==> src/rtl/tmr8_pkg.sv <==
package tmr8_pkg;

    typedef enum logic [1:0] {
        MODE_NORMAL = 2'd0,
        MODE_CTC    = 2'd1,
        MODE_FAST   = 2'd2,
        MODE_PHASE  = 2'd3
    } tmr_mode_e;

    localparam int SEL_W = 3;
    localparam logic [SEL_W-1:0] SEL_COUNT = 3'd0;
    localparam logic [SEL_W-1:0] SEL_CMPA  = 3'd1;
    localparam logic [SEL_W-1:0] SEL_MODE  = 3'd3;
    localparam logic [SEL_W-1:0] SEL_OMODE = 3'd4;
    localparam logic [SEL_W-1:0] SEL_FORCE = 3'd5;
    localparam logic [SEL_W-1:0] SEL_FLAGS = 3'd6;

    localparam logic [1:0] OM_OFF    = 2'd0;
    localparam logic [1:0] OM_TOGGLE = 2'd1;
    localparam logic [1:0] OM_CLEAR  = 2'd2;
    localparam logic [1:0] OM_SET    = 2'd3;

    function automatic logic mode_is_pwm(tmr_mode_e m);
        return m[1];
    endfunction

endpackage

==> src/rtl/tmr8_counter.sv <==
module tmr8_counter
    import tmr8_pkg::*;
#(
    parameter int W = 8
) (
    input  logic         clk,
    input  logic         rst_n,
    input  logic         tick_i,
    input  tmr_mode_e    mode_i,
    input  logic         load_i,
    input  logic [W-1:0] load_val_i,
    input  logic [W-1:0] top_i,
    output logic [W-1:0] cnt_o,
    output logic         up_o,
    output logic         step_o,
    output logic         max_evt_o,
    output logic         bottom_evt_o,
    output logic         block_o
);
    localparam logic [W-1:0] MAXV = '1;
    localparam logic [W-1:0] ONE  = {{(W-1){1'b0}}, 1'b1};

    typedef struct packed {
        logic [W-1:0] cnt;
        logic         up;
        logic         blk;
    } cstate_t;

    cstate_t st_d, st_q;
    logic    step;

    always_comb begin
        st_d = st_q;
        step = tick_i && !load_i;
        if (mode_i != MODE_PHASE) st_d.up = 1'b1;
        if (load_i) begin
            st_d.cnt = load_val_i;
            st_d.blk = 1'b1;
        end else if (tick_i) begin
            st_d.blk = 1'b0;
            case (mode_i)
                MODE_CTC: st_d.cnt = (st_q.cnt == top_i) ? '0 : st_q.cnt + 1'b1;
                MODE_PHASE: begin
                    if (st_q.up) begin
                        if (st_q.cnt == MAXV) begin
                            st_d.cnt = MAXV - 1'b1;
                            st_d.up  = 1'b0;
                        end else begin
                            st_d.cnt = st_q.cnt + 1'b1;
                        end
                    end else begin
                        if (st_q.cnt == '0) begin
                            st_d.cnt = ONE;
                            st_d.up  = 1'b1;
                        end else begin
                            st_d.cnt = st_q.cnt - 1'b1;
                        end
                    end
                end
                default: st_d.cnt = st_q.cnt + 1'b1;
            endcase
        end
    end

    always_ff @(posedge clk or negedge rst_n) begin
        if (!rst_n) st_q <= '{cnt: '0, up: 1'b1, blk: 1'b0};
        else        st_q <= st_d;
    end

    assign cnt_o        = st_q.cnt;
    assign up_o         = st_q.up;
    assign step_o       = step;
    assign block_o      = st_q.blk;
    assign max_evt_o    = step && (st_q.cnt == MAXV);
    assign bottom_evt_o = step && (mode_i == MODE_PHASE) && !st_q.up && (st_q.cnt == '0);

    // single-slope counting wraps from the top value to zero
    a_r2_wrap_to_zero: assert property (@(posedge clk) disable iff (!rst_n)
        (step && (mode_i == MODE_NORMAL || mode_i == MODE_FAST) && st_q.cnt == MAXV)
        |=> (st_q.cnt == '0));

    // dual-slope counting turns upward at zero
    a_r6_turn_at_bottom: assert property (@(posedge clk) disable iff (!rst_n)
        (step && mode_i == MODE_PHASE && !st_q.up && st_q.cnt == '0)
        |=> (st_q.up && st_q.cnt == ONE));

    // a counter write lands regardless of tick
    a_r1_count_write: assert property (@(posedge clk) disable iff (!rst_n)
        load_i |=> (st_q.cnt == $past(load_val_i)));

endmodule

==> src/rtl/tmr8_chan.sv <==
module tmr8_chan
    import tmr8_pkg::*;
#(
    parameter int W = 8
) (
    input  logic         clk,
    input  logic         rst_n,
    input  logic         step_i,
    input  tmr_mode_e    mode_i,
    input  logic [W-1:0] cnt_i,
    input  logic         up_i,
    input  logic         block_i,
    input  logic         max_evt_i,
    input  logic         wr_cmp_i,
    input  logic [W-1:0] wr_val_i,
    input  logic [1:0]   om_i,
    input  logic         force_i,
    output logic         match_o,
    output logic         wave_o,
    output logic [W-1:0] active_o
);
    localparam logic [W-1:0] MAXV = '1;

    typedef struct packed {
        logic [W-1:0] shadow;
        logic [W-1:0] act;
        logic         oc;
    } chstate_t;

    chstate_t ch_d, ch_q;
    logic     pwm, hit, inv;

    always_comb begin
        ch_d = ch_q;
        pwm  = mode_is_pwm(mode_i);
        hit  = step_i && !block_i && (cnt_i == ch_q.act);
        inv  = (om_i == OM_SET);

        if (wr_cmp_i) begin
            ch_d.shadow = wr_val_i;
            if (!pwm) ch_d.act = wr_val_i;
        end
        if (pwm && max_evt_i) ch_d.act = ch_q.shadow;

        case (mode_i)
            MODE_FAST: begin
                if (om_i[1]) begin
                    if (max_evt_i)  ch_d.oc = !inv;
                    else if (hit)   ch_d.oc = inv;
                end
            end
            MODE_PHASE: begin
                if (om_i[1] && step_i) begin
                    if (ch_q.act == '0)        ch_d.oc = inv;
                    else if (ch_q.act == MAXV) ch_d.oc = !inv;
                    else if (hit)              ch_d.oc = up_i ? inv : !inv;
                end
            end
            default: begin
                if ((hit || force_i) && om_i != OM_OFF) begin
                    case (om_i)
                        OM_TOGGLE: ch_d.oc = !ch_q.oc;
                        OM_CLEAR:  ch_d.oc = 1'b0;
                        default:   ch_d.oc = 1'b1;
                    endcase
                end
            end
        endcase
    end

    always_ff @(posedge clk or negedge rst_n) begin
        if (!rst_n) ch_q <= '0;
        else        ch_q <= ch_d;
    end

    assign match_o  = hit;
    assign active_o = ch_q.act;
    assign wave_o   = pwm ? (om_i[1] & ch_q.oc) : ((om_i != OM_OFF) & ch_q.oc);

    // in PWM modes the active compare value moves only at the reload point
    a_r8_hold_active: assert property (@(posedge clk) disable iff (!rst_n)
        (mode_is_pwm(mode_i) && !max_evt_i) |=> $stable(ch_q.act));

    // with no tick in a PWM mode the output level cannot move, force or not
    a_r10_pwm_force_ignored: assert property (@(posedge clk) disable iff (!rst_n)
        (mode_is_pwm(mode_i) && !step_i) |=> $stable(ch_q.oc));

    // dual-slope with compare zero and non-inverted output is held low
    a_r7_phase_zero_low: assert property (@(posedge clk) disable iff (!rst_n)
        (mode_i == MODE_PHASE && step_i && om_i == OM_CLEAR && ch_q.act == '0)
        |=> !ch_q.oc);

endmodule

==> src/rtl/tmr8_pwm.sv <==
module tmr8_pwm
    import tmr8_pkg::*;
#(
    parameter int W = 8
) (
    input  logic         clk,
    input  logic         rst_n,
    input  logic         tick,
    input  logic         wr_en,
    input  logic [2:0]   wr_sel,
    input  logic [W-1:0] wr_data,
    output logic         wave_a,
    output logic         wave_b,
    output logic [1:0]   match_flag,
    output logic         ovf_flag,
    output logic [W-1:0] count
);
    localparam int NCH = 2;

    typedef struct packed {
        tmr_mode_e        mode;
        logic [2*NCH-1:0] om;
        logic [NCH-1:0]   mflag;
        logic             ovf;
    } regs_t;

    regs_t rg_d, rg_q;

    logic [W-1:0]   cnt;
    logic           up, step, max_evt, bottom_evt, blk, ovf_evt;
    logic [NCH-1:0] match, wave;
    logic [W-1:0]   act [NCH];

    tmr8_counter #(.W(W)) u_counter (
        .clk          (clk),
        .rst_n        (rst_n),
        .tick_i       (tick),
        .mode_i       (rg_q.mode),
        .load_i       (wr_en && wr_sel == SEL_COUNT),
        .load_val_i   (wr_data),
        .top_i        (act[0]),
        .cnt_o        (cnt),
        .up_o         (up),
        .step_o       (step),
        .max_evt_o    (max_evt),
        .bottom_evt_o (bottom_evt),
        .block_o      (blk)
    );

    for (genvar c = 0; c < NCH; c++) begin : g_ch
        localparam logic [SEL_W-1:0] CSEL = SEL_CMPA + SEL_W'(c);
        tmr8_chan #(.W(W)) u_chan (
            .clk       (clk),
            .rst_n     (rst_n),
            .step_i    (step),
            .mode_i    (rg_q.mode),
            .cnt_i     (cnt),
            .up_i      (up),
            .block_i   (blk),
            .max_evt_i (max_evt),
            .wr_cmp_i  (wr_en && wr_sel == CSEL),
            .wr_val_i  (wr_data),
            .om_i      (rg_q.om[2*c +: 2]),
            .force_i   (wr_en && wr_sel == SEL_FORCE && wr_data[c]),
            .match_o   (match[c]),
            .wave_o    (wave[c]),
            .active_o  (act[c])
        );
    end

    assign ovf_evt = ((rg_q.mode != MODE_PHASE) && max_evt) || bottom_evt;

    always_comb begin
        rg_d = rg_q;
        if (wr_en && wr_sel == SEL_MODE)  rg_d.mode = tmr_mode_e'(wr_data[1:0]);
        if (wr_en && wr_sel == SEL_OMODE) rg_d.om   = wr_data[2*NCH-1:0];
        if (wr_en && wr_sel == SEL_FLAGS) begin
            rg_d.mflag = rg_d.mflag & ~wr_data[NCH-1:0];
            rg_d.ovf   = rg_d.ovf & ~wr_data[NCH];
        end
        rg_d.mflag = rg_d.mflag | match;
        rg_d.ovf   = rg_d.ovf | ovf_evt;
    end

    always_ff @(posedge clk or negedge rst_n) begin
        if (!rst_n) rg_q <= '0;
        else        rg_q <= rg_d;
    end

    assign wave_a     = wave[0];
    assign wave_b     = wave[1];
    assign match_flag = rg_q.mflag;
    assign ovf_flag   = rg_q.ovf;
    assign count      = cnt;

    // overflow flag stays set without a clearing write
    a_r11_ovf_sticky: assert property (@(posedge clk) disable iff (!rst_n)
        (rg_q.ovf && !(wr_en && wr_sel == SEL_FLAGS && wr_data[NCH])) |=> rg_q.ovf);

    // a force strobe with no tick leaves match flag A clear
    a_r10_force_no_flag: assert property (@(posedge clk) disable iff (!rst_n)
        (wr_en && wr_sel == SEL_FORCE && !tick && !rg_q.mflag[0]) |=> !rg_q.mflag[0]);

    // the tick following a counter write cannot raise match flag A
    a_r9_blocked_tick: assert property (@(posedge clk) disable iff (!rst_n)
        (blk && tick && !wr_en && !rg_q.mflag[0]) |=> !rg_q.mflag[0]);

endmodule

==> config.mk <==
export PLATFORM = sky130hd
export DESIGN_NAME = tmr8_pwm
export DESIGN_NICKNAME = d
export VERILOG_FILES = /design/src/rtl/tmr8_pkg.sv /design/src/rtl/tmr8_counter.sv /design/src/rtl/tmr8_chan.sv /design/src/rtl/tmr8_pwm.sv
export SDC_FILE = /design/constraint.sdc
export NUM_CORES = 1
export LEC_CHECK = 0
export ABC_AREA = 1
export ABC_CLOCK_PERIOD_IN_PS = 5500
export BUFFER_PORTS_ARGS = -buffer_cell sky130_fd_sc_hd__buf_2
export CAP_MARGIN = 15
export CORE_ASPECT_RATIO = 0.8
export CORE_MARGIN = 1
export CORE_UTILIZATION = 65
export CTS_CLUSTER_SIZE = 24
export DETAILED_ROUTE_END_ITERATION = 16
export PLACE_DENSITY_LB_ADDON = 0.05
export REMOVE_ABC_BUFFERS = 1
export SYNTH_ARGS = -nofsm -noshare
export SYNTH_HDL_FRONTEND = slang
export SYNTH_SLANG_ARGS = --single-unit
==> constraint.sdc <==
create_clock -name clk -period 5.5 [get_ports clk]
set_clock_uncertainty 0.1 [all_clocks]
set_input_delay 0 -clock clk [delete_from_list [all_inputs] [get_ports clk]]
set_output_delay 0 -clock clk [all_outputs]
set_load 0.02 [all_outputs]
==> run metrics <==
outcome=completed; Die Width=82.12 µm; Synth area leaders=dfrtp_1 39%, nand2_1 19%, nand3_1 6.0%, o21ai_0 5.7%, nor2_1 5.5%; met1 usage=about half; r2r worst-path depth=9; worst setup path category=flip-flop to flip-flop; Top Ports=28; Critical path origin=u_counter.cnt_o[1]; Final WS setup=between 3 and 4 ns; crit-path max FO=16; post-synthesis async set-or-reset flop share=100.0%; most frequent cell after synthesis=nand2_1; RSZ-0062 raised after global routing=no; first-pass GRT wire length=15060 µm; EDFF count, synth=0; total core area=4762 µm²; peak supply drop=0.0002266 V; Initial Utilization=between 70 and 80%; post-synth cell types=30; Layout Nets=536; Syn-to-layout area delta=11.17%; Die ar.=5428 µm²; Syn Area/Cell=6.897 µm²; largest net degree at the start of global routing=54; layout cell share with drive strength beyond 1=between 10% and 20%; maxcap violations=0; diode count=0; ys flop type=dfrtp_1; CTS tree=yes; All-Layer GR Usage=between 30% and 40%; placer congestion estimate=0.9965; vias in the first global route=3130; Top Usage Layer GRT=met2; sequential element share of the synthesized area=around 40%; Hold WC Path Type=primary input to flip-flop; TNS Setup=0 ns; Root Buffer Master=clkbuf_8; Placement Setup Slack=3.396 ns; Gate Count Post-Synth=approximately 480; Max Fclk=0.4452 GHz; Rel. slew slack=55.70%; R2R Path Start=u_counter.cnt_o[1]; DRT Wirelength=9083 µm; Final Cycle Share=40.84%; worst-skew pair later-pin latency=0.33 ns; Yosys reg bits=53; CP required=5.64 ns; Num Clock Sinks=53; final hold vios=0; Ys Warns=0; total power per unit cell area=between 300 and 400 nW/µm²; postcts setup bufs=0; Yosys top cell area share=between 30% and 40%; Post-synth top cells=173 x nand2_1, 52 x dfrtp_1, 49 x nor2_1; drt first pass iters=6; synthesized area=3338 µm²; Post-route DRC=0; leakage=~1.9 nW; worst-margin pin slew=0.6645 ns; Final ANT Viol Nets=0; Critical Path AT=2.39 ns; via count=3451; RR Endpoint=g_ch[0].u_chan.active_o[0]; initial antenna violation count=0; dominant cell type by area after synthesis=dfrtp_1; die span in y=around 66 µm; Cell Count, Final, Fillers Out=~580; CP Launch Type=flip-flop; gr ovfl total=0; CTS max path bufs=2; DP Cell Count=559; Final Max Tran Viols=0; number of buffers created by CTS=5; R2R Setup Slk=3.25 ns; Port Buffers=27; met3 Use GR=6.345%; crit path time final=2.246 ns; Setup crit end kind=flip-flop; Rows=22; M2 GR Usage=59.61%; vias per inst=5.960; Post-DP HPWL=6375 µm; H-tree levels=2; final setup violation count=0; 1st-iter DRT viols=401; Critical Path Sink=g_ch[0].u_chan.active_o[0]; clock-pin slew on the worst setup and hold paths=0.11 ns; WL per Instance=15.69 µm
## layout make-up
type	count	area [µm²]
multi-input cells	372	1753
flip-flops and latches	53	1328
fillers	351	1051
repair buffers	40	262.8
inverters	46	173.9
well taps	60	75.07
clock buffers	5	68.82
clock inverters	3	50.05
## cell families (layout without fill, tap and decap cells)
group	Yosys count	after routing	share of synthesized area, %
simple gates	280	280	34.41
xor+xnor	16	16	4.198
buf+inv	59	94	7.720
compound gates	73	73	12.78
flops	53	53	39.77
fa+ha+maj	3	3	1.125
## layout by cell type (no fill, tap or decap)
master	instances
o21ai_2	1
clkbuf_8	5
bufinv_16	1
nor2_4	1
o21ai_0	38
xnor2_1	11
nor3_1	2
nand2_1	173
inv_1	43
dlygate4sd3_1	12
a21oi_1	10
clkinv_1	1
dfrtp_1	52
o22ai_1	3
or2_2	1
nor2_1	49
nand4_1	6
dfstp_2	1
nor2_2	5
clkinv_2	1
inv_2	1
o21ai_4	1
inv_8	1
buf_4	1
nand3_1	40
xor2_1	5
a31oi_2	2
ha_1	3
a31oi_1	14
o211ai_1	4
nand2_2	3
buf_2	27
clkinv_4	1
## critical path, cell delays in order, from the launching register on
cell,delay (ns)
dfrtp_1,0.52
ha_1,0.25
nand3_1,0.11
inv_1,0.09
nand2_2,0.10
nor2_4,0.16
nand2_2,0.20
o21ai_2,0.34
nor2_1,0.11
a31oi_1,0.18
## layer usage
layer  up-vias  part of all wire (%)
met2       213                    45
li1       1630                     -
met4         0                   2.6
met1      1577                    42
met3        31                    10
met5         -                     0
## how the worst min path moves through the flow
stage / start / end / slack (ns) / cells past startpoint
detailed placement: rst_n / g_ch[1].u_chan.ch_q[13] / 0.06 / 2
global route: wr_en / u_counter.cnt_o[2] / 0.15 / 5
finish: wr_en / u_counter.block_o / 0.1 / 5
global placement: rst_n / g_ch[1].u_chan.ch_q[13] / 0.06 / 2
CTS: wr_en / u_counter.block_o / 0.08 / 5
floorplan: rst_n / g_ch[0].u_chan.active_o[0] / -0.40 / 0
## per-stage QoR
stage / utilization (%) / total power (W) / instance area [µm²] / hold slack [ns]
3_5_place_dp: 72.91 / 0.001071 / 3472 / 0.05954
2_1_floorplan: - / 0.0009272 / 3254 / -0.3956
3_3_place_gp: 72.91 / 0.001057 / 3472 / 0.05838
4_1_cts: 77.93 / 0.001359 / 3711 / 0.07906
5_1_grt: 77.93 / 0.001456 / 3711 / 0.1522
6_report: 77.93 / 0.001374 / 3711 / 0.09536
## power breakdown
part           switching (W)  internal [W]  total (W)
registers           0.000135      0.000480   0.000615
clock network       0.000144      0.000140   0.000283
logic               0.000290      0.000186   0.000475
## state kept, by name (all words and copies together) (netlist names)
register / cells
g_ch.u_chan.ch_q: 18
u_counter.cnt_o: 8
u_counter.block_o: 1
g_ch.u_chan.active_o: 16
u_counter.up_o: 1
ovf_flag: 1
rg_q: 6
match_flag: 2
## timing repair
action | 4_1_cts | 5_1_grt
hold buffers | 12 | 0
gates resized for setup | 0 | 0
setup endpoints to repair | 0 | 0
endpoints found under the hold margin | 91 | 0
Note: power is estimated with default switching activity, not from simulation.
